`src/rtl/icm_pkg.sv`:
```
// Package: register offsets and the set of implemented cause positions
// shared by the interrupt cause/mask controller and its checker.
package icm_pkg;
    // Register byte offsets decoded by the register port.
    localparam int unsigned OFF_CAUSE    = 32'h0C0;
    localparam int unsigned OFF_THROTTLE = 32'h0C4;
    localparam int unsigned OFF_MASK_SET = 32'h0D0;
    localparam int unsigned OFF_MASK_CLR = 32'h0D8;

    // Cause positions that exist; every other position is tied off.
    localparam logic [31:0] CAUSE_IMPL = 32'h0001_96DF;

    // Named cause positions.
    localparam int unsigned C_TX_WB      = 0;
    localparam int unsigned C_TX_EMPTY   = 1;
    localparam int unsigned C_LINK_CHG   = 2;
    localparam int unsigned C_RX_SEQ     = 3;
    localparam int unsigned C_RX_MINTHR  = 4;
    localparam int unsigned C_RX_OVERRUN = 6;
    localparam int unsigned C_RX_TIMER   = 7;
    localparam int unsigned C_MDIO_DONE  = 9;
    localparam int unsigned C_RX_CFG     = 10;
    localparam int unsigned C_PHY        = 12;
    localparam int unsigned C_TX_LOW     = 15;
    localparam int unsigned C_RX_SMALL   = 16;
endpackage

```
`src/rtl/icm_cause_latch.sv`:
```
// Sticky cause register. Each implemented bit is set by an event pulse
// and cleared by a clear request. If both arrive in the same cycle, the
// set wins. Assumes events are single-cycle pulses in the clk domain.
module icm_cause_latch #(
    parameter int unsigned CAUSE_W = 17,
    parameter logic [31:0] IMPL    = 32'h0001_96DF
) (
    input  logic               clk,
    input  logic               rst_n,
    input  logic [CAUSE_W-1:0] evt,
    input  logic [CAUSE_W-1:0] clr,
    output logic [CAUSE_W-1:0] cause_q
);
    localparam logic [CAUSE_W-1:0] IMPL_C = IMPL[CAUSE_W-1:0];

    logic unused_bits;
    assign unused_bits = ^{evt & ~IMPL_C, clr & ~IMPL_C};

    for (genvar i = 0; i < CAUSE_W; i++) begin : g_bit
        if (IMPL_C[i]) begin : g_impl
            // Per-bit sticky flop: a new event has priority over clearing.
            always_ff @(posedge clk) begin
                if (!rst_n)
                    cause_q[i] <= 1'b0;
                else
                    cause_q[i] <= evt[i] | (cause_q[i] & ~clr[i]);
            end
        end else begin : g_tie
            assign cause_q[i] = 1'b0;
        end
    end
endmodule

```
`src/rtl/icm_regs.sv`:
```
// Register decode: the mask (changed only by set and clear writes), the
// throttle value, the cause clear request and the read mux. Assumes a
// single-cycle write strobe and reads that depend only on the address.
module icm_regs
    import icm_pkg::*;
#(
    parameter int unsigned ADDR_W  = 12,
    parameter int unsigned DATA_W  = 32,
    parameter int unsigned CAUSE_W = 17,
    parameter int unsigned THR_W   = 16
) (
    input  logic               clk,
    input  logic               rst_n,
    input  logic               we,
    input  logic [ADDR_W-1:0]  addr,
    input  logic [DATA_W-1:0]  wdata,
    input  logic [CAUSE_W-1:0] cause_q,
    output logic [CAUSE_W-1:0] mask_q,
    output logic [THR_W-1:0]   interval_q,
    output logic [CAUSE_W-1:0] cause_clr,
    output logic [DATA_W-1:0]  rdata
);
    localparam logic [CAUSE_W-1:0] IMPL_C = CAUSE_IMPL[CAUSE_W-1:0];

    logic hit_cause, hit_thr, hit_set, hit_clr;
    logic unused_hi;

    assign hit_cause = (addr == ADDR_W'(OFF_CAUSE));
    assign hit_thr   = (addr == ADDR_W'(OFF_THROTTLE));
    assign hit_set   = (addr == ADDR_W'(OFF_MASK_SET));
    assign hit_clr   = (addr == ADDR_W'(OFF_MASK_CLR));
    assign unused_hi = ^wdata[DATA_W-1:CAUSE_W];

    // Write-one-to-clear request for the cause latch.
    assign cause_clr = (we && hit_cause) ? wdata[CAUSE_W-1:0] : '0;

    // Mask register: set-only and clear-only write paths.
    always_ff @(posedge clk) begin
        if (!rst_n)
            mask_q <= '0;
        else if (we && hit_set)
            mask_q <= mask_q | (wdata[CAUSE_W-1:0] & IMPL_C);
        else if (we && hit_clr)
            mask_q <= mask_q & ~wdata[CAUSE_W-1:0];
    end

    // Throttle value register.
    always_ff @(posedge clk) begin
        if (!rst_n)
            interval_q <= '0;
        else if (we && hit_thr)
            interval_q <= wdata[THR_W-1:0];
    end

    // Read mux; offsets with nothing to read (incl. mask clear) give 0.
    always_comb begin
        rdata = '0;
        if (hit_cause)
            rdata = DATA_W'(cause_q);
        else if (hit_thr)
            rdata = DATA_W'(interval_q);
        else if (hit_set)
            rdata = DATA_W'(mask_q);
    end
endmodule

```
`src/rtl/icm_throttle.sv`:
```
// Interrupt gate with a minimum gap between rises. A rise loads the gap
// counter with the throttle value, and the counter counts down once per
// UNIT_CYC cycles. A new rise is allowed only when the counter is at 0.
// A line that is already high stays high while a cause is pending.
module icm_throttle #(
    parameter int unsigned THR_W    = 16,
    parameter int unsigned UNIT_CYC = 64
) (
    input  logic             clk,
    input  logic             rst_n,
    input  logic             pending,
    input  logic [THR_W-1:0] interval,
    output logic             irq,
    output logic             active_q,
    output logic [THR_W-1:0] cnt_q
);
    localparam int unsigned PRE_W = (UNIT_CYC > 1) ? $clog2(UNIT_CYC) : 1;
    localparam logic [PRE_W-1:0] PRE_LAST = PRE_W'(UNIT_CYC - 1);

    logic [PRE_W-1:0] pre_q;
    logic             gate_open, rise;

    assign gate_open = (cnt_q == '0);
    assign irq       = pending && (active_q || gate_open);
    assign rise      = irq && !active_q;

    // Track the line level, reload on a rise, then count down per unit.
    always_ff @(posedge clk) begin
        if (!rst_n) begin
            active_q <= 1'b0;
            cnt_q    <= '0;
            pre_q    <= '0;
        end else begin
            active_q <= irq;
            if (rise) begin
                cnt_q <= interval;
                pre_q <= '0;
            end else if (cnt_q != '0) begin
                if (pre_q == PRE_LAST) begin
                    pre_q <= '0;
                    cnt_q <= cnt_q - 1'b1;
                end else begin
                    pre_q <= pre_q + 1'b1;
                end
            end else begin
                pre_q <= '0;
            end
        end
    end
endmodule

```
`src/rtl/irq_cause_ctrl.sv`:
```
// Top level of the interrupt cause/mask controller. Event pulses set
// sticky causes, and the mask selects which causes may drive irq_o. A
// throttle sets the minimum gap between rises, counted in 256 ns units
// of UNIT_CYC clock cycles each. Assumes a single-cycle register port.
module irq_cause_ctrl
    import icm_pkg::*;
#(
    parameter int unsigned ADDR_W   = 12,
    parameter int unsigned DATA_W   = 32,
    parameter int unsigned CAUSE_W  = 17,
    parameter int unsigned THR_W    = 16,
    parameter int unsigned UNIT_CYC = 64
) (
    input  logic               clk,
    input  logic               rst_n,
    input  logic               reg_we,
    input  logic [ADDR_W-1:0]  reg_addr,
    input  logic [DATA_W-1:0]  reg_wdata,
    output logic [DATA_W-1:0]  reg_rdata,
    input  logic [CAUSE_W-1:0] evt_in,
    output logic               irq_o
);
    logic [CAUSE_W-1:0] cause_q, mask_q, cause_clr;
    logic [THR_W-1:0]   interval_q, cnt_q;
    logic               active_q, pending;

    // Register decode, mask and throttle value.
    icm_regs #(
        .ADDR_W(ADDR_W), .DATA_W(DATA_W), .CAUSE_W(CAUSE_W), .THR_W(THR_W)
    ) u_regs (
        .clk(clk), .rst_n(rst_n), .we(reg_we), .addr(reg_addr),
        .wdata(reg_wdata), .cause_q(cause_q), .mask_q(mask_q),
        .interval_q(interval_q), .cause_clr(cause_clr), .rdata(reg_rdata)
    );

    // Sticky cause bits.
    icm_cause_latch #(
        .CAUSE_W(CAUSE_W), .IMPL(CAUSE_IMPL)
    ) u_cause (
        .clk(clk), .rst_n(rst_n), .evt(evt_in), .clr(cause_clr),
        .cause_q(cause_q)
    );

    // Any enabled cause pending.
    assign pending = |(cause_q & mask_q);

    // Rate-limited interrupt gate.
    icm_throttle #(
        .THR_W(THR_W), .UNIT_CYC(UNIT_CYC)
    ) u_thr (
        .clk(clk), .rst_n(rst_n), .pending(pending), .interval(interval_q),
        .irq(irq_o), .active_q(active_q), .cnt_q(cnt_q)
    );
endmodule

```
`config.mk`:
```
export PLATFORM = sky130hd
export DESIGN_NAME = irq_cause_ctrl
export DESIGN_NICKNAME = d
export VERILOG_FILES = /design/src/rtl/icm_pkg.sv /design/src/rtl/icm_cause_latch.sv /design/src/rtl/icm_regs.sv /design/src/rtl/icm_throttle.sv /design/src/rtl/irq_cause_ctrl.sv
export SDC_FILE = /design/constraint.sdc
export NUM_CORES = 1
export LEC_CHECK = 0
export ABC_AREA = 0
export BUFFER_PORTS_ARGS = -buffer_cell sky130_fd_sc_hd__buf_2
export CAP_MARGIN = 20
export CELL_PAD_IN_SITES_DETAIL_PLACEMENT = 1
export CELL_PAD_IN_SITES_GLOBAL_PLACEMENT = 2
export CORE_ASPECT_RATIO = 0.9
export CORE_MARGIN = 5
export CORE_UTILIZATION = 35
export CTS_CLUSTER_DIAMETER = 150
export DETAILED_ROUTE_END_ITERATION = 8
export GPL_ROUTABILITY_DRIVEN = 1
export PLACE_DENSITY_LB_ADDON = 0.1
export SLEW_MARGIN = 25
export SYNTH_ARGS = -nofsm -noshare
export SYNTH_HDL_FRONTEND = slang
export SYNTH_HIERARCHICAL = 1
export SYNTH_SLANG_ARGS = --single-unit
```
`constraint.sdc`:
```
create_clock -name clk -period 3.5 [get_ports clk]
set_clock_uncertainty 0.05 [all_clocks]
set_input_delay 0.175 -clock clk [delete_from_list [all_inputs] [get_ports clk]]
set_output_delay 0.175 -clock clk [all_outputs]
set_load 0.05 [all_outputs]
```
After elaboration in Yosys (flattened, before gate mapping)
Cells that the tools add are included.
{"block": "word_totals", "regBits": 68, "elab_cells": 91, "in_bits": 64, "out_inout_bits": 33}
{"block": "classes", "mux": 9, "n_bitwise": 42, "n_eq_ne": 5, "add_sub_neg": 2, "n_reduce_logical": 16}
{"op": "$mux 17", "count": 4}
{"op": "$mux 32", "count": 2}
{"op": "$eq 12x8->1 const B", "count": 4}
{"op": "$mux 16", "count": 3}
{"op": "$and 17x17->17", "count": 2}
{"op": "$not 17->17", "count": 1}
{"op": "$or 17x17->17", "count": 1}
{"op": "$reduce_or 17->1", "count": 1}
{"op": "$logic_not 16->1", "count": 1}
{"op": "$reduce_bool 16->1", "count": 1}
{"op": "$sub 16x1->16 const B", "count": 1}
{"op": "$not 1->1", "count": 14}
{"op": "$and 1x1->1", "count": 12}
{"op": "$or 1x1->1", "count": 12}
{"op": "$add 6x1->6 const B", "count": 1}
{"op": "$eq 6x6->1 const B", "count": 1}
{"op": "$logic_and 1x1->1", "count": 6}
{"op": "$reduce_bool 2->1", "count": 3}
{"op": "$reduce_or 4->1", "count": 1}
{"op": "$reduce_and 2->1", "count": 1}
{"op": "$logic_not 1->1", "count": 1}
{"op": "$logic_or 1x1->1", "count": 1}

Depth between registers and ports, before layout
Gate-level depths: netlist of run 1.
{"block": "logic_depth", "depth_word": 6, "ltp_mapped": 9, "depth_no_buf": 8}

Modules after synthesis
Netlist of run 1, hierarchy kept.
{"mod": "icm_regs", "cells_each": 257, "seq_area_each_um2": 660.6, "instances": 1, "area_per_inst_um2": 2168.3}
{"mod": "icm_throttle", "cells_each": 161, "seq_area_each_um2": 460.4, "instances": 1, "area_per_inst_um2": 1428.9}
{"mod": "icm_cause_latch", "cells_each": 43, "seq_area_each_um2": 240.2, "instances": 1, "area_per_inst_um2": 457.9}
{"mod": "irq_cause_ctrl", "cells_each": 11, "seq_area_each_um2": 0.0, "instances": 1, "area_per_inst_um2": 87.6}

Worst setup path after synthesis of run 1
OpenSTA, ideal clock, no wires.
{"block": "synth_path", "path_kind": "register -> register", "start": "reg u_thr.cnt_q[0]", "end": "reg u_thr.active_q", "synth_period_minus_slack_ps": 2244, "t_required_ps": 3390, "stages_incl_launch_ff": 9, "path_slack_ps": 1256, "setup_time_ps": 60, "arrival_ps": 2133, "n_path_buf": 2, "path_cell_list": "dfxtp_1 -> inv_1 -> ha_1 -> nor3b_1 -> and4_2 -> clkbuf_8 -> buf_6 -> o21a_1 -> and2_1"}
{"block": "synth_between", "elab_chain_len": 3}
{"element": "start: declaration", "line": "icm_throttle.sv:15", "source": "output logic [THR_W-1:0] cnt_q"}
{"element": "start signal: assignment", "line": "icm_throttle.sv:36", "source": "cnt_q <= interval;"}
{"element": "start signal: assignment", "line": "icm_throttle.sv:41", "source": "cnt_q <= cnt_q - 1'b1;"}
{"element": "$logic_not 16->1", "line": "icm_throttle.sv:23", "source": "assign gate_open = (cnt_q == '0);"}
{"element": "$logic_or 1x1->1", "line": "icm_throttle.sv:24", "source": "assign irq = pending && (active_q || gate_open);"}
{"element": "$logic_and 1x1->1", "line": "icm_throttle.sv:24"}
{"element": "named net irq_o", "line": "irq_cause_ctrl.sv:21", "source": "output logic irq_o"}
{"element": "end signal: assignment", "line": "icm_throttle.sv:34", "source": "active_q <= irq;"}
{"element": "end: declaration", "line": "icm_throttle.sv:14", "source": "output logic active_q,"}
The timed path passes the listed nets, and every way through them passes these cells.
A chain may end at the register's enable or synchronous reset.

Final worst setup path of run 1
{"block": "layout_path", "start": "reg u_thr.cnt_q[0]", "end": "out irq_o"}
{"block": "layout_between", "elab_chain_len": 3}
{"element": "$logic_not 16->1", "line": "icm_throttle.sv:23"}
{"element": "$logic_or 1x1->1", "line": "icm_throttle.sv:24"}
{"element": "$logic_and 1x1->1", "line": "icm_throttle.sv:24"}
{"element": "end: declaration", "line": "irq_cause_ctrl.sv:21"}
No other way between the ends.

==> summary.md, run 1 <==
| Metric | Value |
|---|---|
| Min-delay worst type | `in -> reg` |
| Multi-input gate area | `2432 um2` |
| Switch share | `0.2281` |
| Share of layout cells above drive strength 1 | `0.1834` |
| Static Leak | `2.018 nW` |
| Worst Path Arrival | `about 2500 ps` |
| Worst Setup End Kind | `output pin` |
| DRT iter0 DRCs | `234` |
| WP data required | `3270 ps` |
| Final-stage net count | `590` |
| Max-slew violations | `0` |
| Fillers | `1397` |
| CTS sink cnt | `approximately 70` |
| Crit Path Max Fanout | `17` |
| Final worst path period share | `0.7900` |
| PD cells | `423.5 nW/um2` |
| Fin util | `0.4227` |
| Sw power | `0.4689 mW` |
| GR Layer Usage met2 | `0.3163` |
| Post-DP HPWL | `9029 um` |
| N_diodes | `0` |
| Final setup vio count | `0` |
| Vias | `3779` |
| DRC errors left | `0` |
| Non-filler cells, final | `roughly 690` |
| Relative slew slack | `0.4961` |
| Num CTS Buffers | `9` |
| Most frequent cells in the layout | `dfxtp_1, buf_2, nand2_1, mux2i_1, nor2_1` |
| Row count | `37` |
| Met3 Usage GRT | `0.04625` |
| Antenna viol nets, final | `0` |
| Fmax | `roughly 0.36 GHz` |
| Internal power | `1.586 mW` |
| Routed vias/inst | `5.517` |
| DIE HEIGHT | `~110 um` |
| Die area | `14020 um2` |
| Worst setup path category | `reg -> out` |
| Area growth syn-to-layout | `18.05%` |
| All-Layer GR Usage | `0.1861` |
| RSZ-0062 raised after global routing | `no` |
| Core area | `11480 um2` |
| Power share of the sequential group | `0.386` |
| Syn Area/Cell | `8.804 um2` |
| RePlAce Congestion | `between 0.7 and 0.8` |
| Grt total ovfl | `0` |
| Clk_lat worst skew | `between 300 and 400 ps` |
| Clock tree buffer depth | `2` |
| CTS tree | `done` |
| CTS resizes | `0` |
| CP max stage delay | `520 ps` |
| Worst setup path startpoint | `u_thr/cnt_q[0]` |
| Mapped Area | `4111 um2` |
| Clk pin slew, worst setup/hold paths | `about 60 ps` |
| Cells after Synth | `467` |
| R2r startpoint | `u_thr/cnt_q[0]` |
| Total wire length | `12740 um` |
| Peak VDD IR | `0.2743 mV` |
| Placed Cells | `655` |
| Initial antenna violation count | `0` |
| Commonest non-fill, non-tap cell in the layout | `dfxtp_1` |
| Min cycle time layout | `2765 ps` |
| Comb power frac | `0.090` |
| Maxcap violations | `0` |
| YS warnings | `6` |
| PortBufs | `61` |
| TNS Setup | `0 ps` |
| Crit path cell chain | `inv_1, ha_1, nor3b_1, and4_2, o21a_1, buf_2` |
| Sequential Area | `1361 um2` |
| Length of the first detailed-routing pass in iterations | `4` |
| I/O pin total | `97` |
| Grt peak-use layer | `met2` |
| Largest net degree at the start of global routing | `55` |
| Crit path launch type | `flip-flop` |
| Clock Power Share | `0.525` |
| Hold_sp | `evt_in[1]` |
| Vias in the first global route | `approximately 4000` |
| Die X-Extent | `124.2 um` |
| First-pass GRT wire length | `21170 um` |
| CP max-delay cell | `and4_2` |
| Final-report hold violation count | `0` |
| Clk root buf | `clkbuf_16` |
| Status | `finished, final reports clean` |
| Per-cell routed wire length | `18.60 um` |
| GR Util met1 | `0.2369` |
| Slew @ Worst Pin | `755.8 ps` |
| H-Tree Depth | `3` |
| Starting Density | `0.3581` |
[power by group through the flow]
stage / clock [mW] / combinational, mW / sequential (mW)
after floorplan: 0 / 0.135 / 0.806
after global placement: 0 / 0.170 / 0.809
after detailed placement: 0 / 0.172 / 0.809
after CTS: 1.11 / 0.185 / 0.792
after global routing: 1.14 / 0.200 / 0.793
final: 1.08 / 0.184 / 0.793
[critical path: cells and delay by family, from the launching register on]
kind	cells	cell delay, ps
AO/OA/AOI/OAI	1	200
buffers and inverters	2	380
AND/OR/NAND/NOR	2	910
adder cells (fa/ha/maj)	1	350
flip-flops	1	340
[final cells by class]
| type | instances | share of cell area |
|---|---|---|
| multi-input combinational | 358 | 0.5012 |
| sequential | 68 | 0.2805 |
| timing repair buffer | 81 | 0.1011 |
| clock buffer | 12 | 0.05285 |
| tap | 156 | 0.04022 |
| clock inverter | 4 | 0.01959 |
| inverter | 6 | 0.004640 |
[stage by stage]
| stage | setup WS (ps) | hold WS [ps] | cell area [um2] | total power [mW] |
|---|---|---|---|---|
| after floorplan | 1256 | 222.9 | 4179 | 0.9410 |
| after global placement | 953.7 | 328.5 | 4362 | 0.9790 |
| after detailed placement | 910.0 | 328.4 | 4362 | 0.9813 |
| after CTS | 700.0 | 4.858 | 4853 | 2.086 |
| after global routing | 563.4 | 14.96 | 4853 | 2.138 |
| final | 735.1 | 16.83 | 4853 | 2.055 |
[routing by layer]
| layer | wire length [um] | up-vias |
|---|---|---|
| met5 | 0 | - |
| met4 | 89 | 0 |
| met3 | 581 | 6 |
| met2 | 6195 | 83 |
| met1 | 5877 | 1877 |
| li1 | - | 1813 |
[worst paths after layout]
| path | to | slack, ps | depth (start not counted) |
|---|---|---|---|
| min | u_cause/cause_q[1] | 20 | 2 |
| max | irq_o | 740 | 6 |
| min reg2reg | u_thr/pre_q[0] | 400 | 1 |
| max reg2reg | u_thr/cnt_q[12] | 910 | 6 |
[repair_timing]
item,CTS,global route
buffers inserted,0,0
hold endpoints to repair,14,0
hold buffers,14,0
Note: power is estimated with default switching activity, not from simulation.
==> run 2: changes to the inputs <==
- CORE_UTILIZATION: 35 -> 32
- clock period: 3.5 -> 2.9 ns (I/O delays scaled with it)
==> summary.md, run 2 (synthesis gave the netlist of run 1 again) <==
| Metric | Value |
|---|---|
| Num CTS Buffers | `9 (unchanged)` |
| Sequential Area | `1361 um2 (unchanged)` |
| R2r startpoint | `u_thr/cnt_q[0]` |
| Final Power | `2.316 mW (+13%)` |
| CTS tree | `done` |
| WP data required | `2710 ps (-560 ps)` |
| DIE HEIGHT | `117.5 um (+4.2%)` |
| Clk root buf | `clkbuf_16` |
| Clk_lat worst skew | `330 ps (about the same)` |
| PortBufs | `61 (unchanged)` |
| Routed vias/inst | `5.397 (-2.2%)` |
| Die area | `15220 um2 (+8.6%)` |
| CTS resizes | `0 (unchanged)` |
| Most frequent cells in the layout | `dfxtp_1, buf_2, nand2_1, mux2i_1, nor2_1` |
| Status | `finished, final reports clean` |
| Core area | `12640 um2 (+10%)` |
| Crit path buf inv count | `2 (unchanged)` |
| Die X-Extent | `129.5 um (+4.2%)` |
| Commonest non-fill, non-tap cell in the layout | `dfxtp_1` |
| Static Leak | `2.036 nW (+0.89%)` |
| Placed Cells | `670 (+2.3%)` |
| Final worst path period share | `0.8766` |
| First-pass GRT wire length | `21730 um (+2.6%)` |
| Fmax | `0.3934 GHz` |
| PD cells | `473.8 nW/um2 (+12%)` |
| H-Tree Depth | `3 (unchanged)` |
| Relative slew slack | `0.5713 (+0.07519)` |
| Vias | `3783 (+0.11%)` |
| Hold_sp | `reg_wdata[2]` |
| Fin util | `0.3868 (-0.03594)` |
| Slew @ Worst Pin | `641.7 ps (-114.1 ps)` |
| Multi-input gate area | `2432 um2 (unchanged)` |
| Area growth syn-to-layout | `18.90%` |
| Non-filler cells, final | `701 (+2.3%)` |
| Grt total ovfl | `0 (unchanged)` |
| CP max-delay cell | `and4_2` |
| Final setup vio count | `0 (unchanged)` |
| Crit path cell chain | `inv_1, ha_1, nor3b_1, and4_2, o21a_1, buf_2` |
| I/O pin total | `97 (unchanged)` |
| Worst setup path startpoint | `u_thr/cnt_q[0]` |
| Per-cell routed wire length | `18.94 um (+1.8%)` |
| Share of layout cells above drive strength 1 | `0.1899 (+0.006579)` |
| Largest net degree at the start of global routing | `44 (-20%)` |
| Maxcap violations | `0 (unchanged)` |
| Starting Density | `0.3253 (-0.03279)` |
| Hold buffers post-CTS | `16 (+2)` |
| CP delay by family, top | `simple AND/OR/NAND/NOR gates` |
| RePlAce Congestion | `0.7924 (+1.4%)` |
| Antenna viol nets, final | `0 (unchanged)` |
| RSZ-0062 raised after global routing | `no` |
| Worst setup path category | `reg -> out` |
| All-Layer GR Usage | `0.1800 (-0.006088)` |
| Fillers | `1511 (+8.2%)` |
| DRC errors left | `0 (unchanged)` |
| Total wire length | `13280 um (+4.2%)` |
| Post-DP HPWL | `9443 um (+4.6%)` |
| Worst Setup End Kind | `output pin` |
| Final-report hold violation count | `0 (unchanged)` |
| Clock tree buffer depth | `2 (unchanged)` |
| Final hold slack | `29.75 ps (+12.93 ps)` |
| Vias in the first global route | `3976 (-0.43%)` |
| Min cycle time layout | `~2500 ps` |
| TNS Setup | `0 ps (unchanged)` |
| Min-delay worst type | `in -> reg` |
| Post-CTS setup buffer count | `0 (unchanged)` |
| Initial antenna violation count | `0 (unchanged)` |
| Crit Path Max Fanout | `17 (unchanged)` |
| Row count | `39 (+5.4%)` |
| DRT iter0 DRCs | `216 (-7.7%)` |
| Final-stage net count | `599 (+1.5%)` |
| CTS sink cnt | `68 (unchanged)` |
| Crit path launch type | `flip-flop` |
| Peak VDD IR | `0.3031 mV (+11%)` |
| CP max stage delay | `530 ps (about the same)` |
| Clk pin slew, worst setup/hold paths | `50 ps (about the same)` |
| Worst Path Arrival | `2350 ps (-190 ps)` |
| N_diodes | `0 (unchanged)` |
| Max-slew violations | `0 (unchanged)` |
| Length of the first detailed-routing pass in iterations | `4 (unchanged)` |
## run 2: tightest hold or removal path: stages
cell,delay [ps]
buf_2,110
nand2_1,50
mux2i_1,60
## run 2: stage by stage
stage / worst slack (ps) / area, um2
3_3_place_gp: 547.0 / 4424
4_1_cts: 345.7 / 4888
5_1_grt: 216.1 / 4888
2_1_floorplan: 656.3 / 4179
6_report: 357.9 / 4888
3_5_place_dp: 534.7 / 4424
## run 2: where the power goes
group	internal, mW	switching, mW
logic	0.0869	0.144
registers	0.947	0.0104
clock network	0.732	0.396
## run 2: final timing paths
path                                to  slack, ps  cells after the start
setup / recovery                 irq_o        360                      6
hold / removal    u_regs/interval_q[2]         30                      3
setup reg to reg        u_thr/cnt_q[1]        500                      6
hold reg to reg         u_thr/pre_q[0]        400                      1
## run 2: per-layer routing
layer	vias to the layer above	track usage	part of all wire	wire length (um)
met2	90	0.2905	0.47	6294
met5	-	0	0	0
li1	1835	-	-	-
met1	1850	0.2442	0.47	6238
met4	0	0.03377	0.0072	96
met3	8	0.04673	0.049	646
## run 2: area by class of cell
cell class | instances | share of cell area
tap | 164 | 0.04198
timing repair buffer | 90 | 0.1152
multi-input combinational | 358 | 0.4976
clock buffer | 14 | 0.05605
clock inverter | 1 | 0.006143
sequential | 68 | 0.2785
inverter | 6 | 0.004607
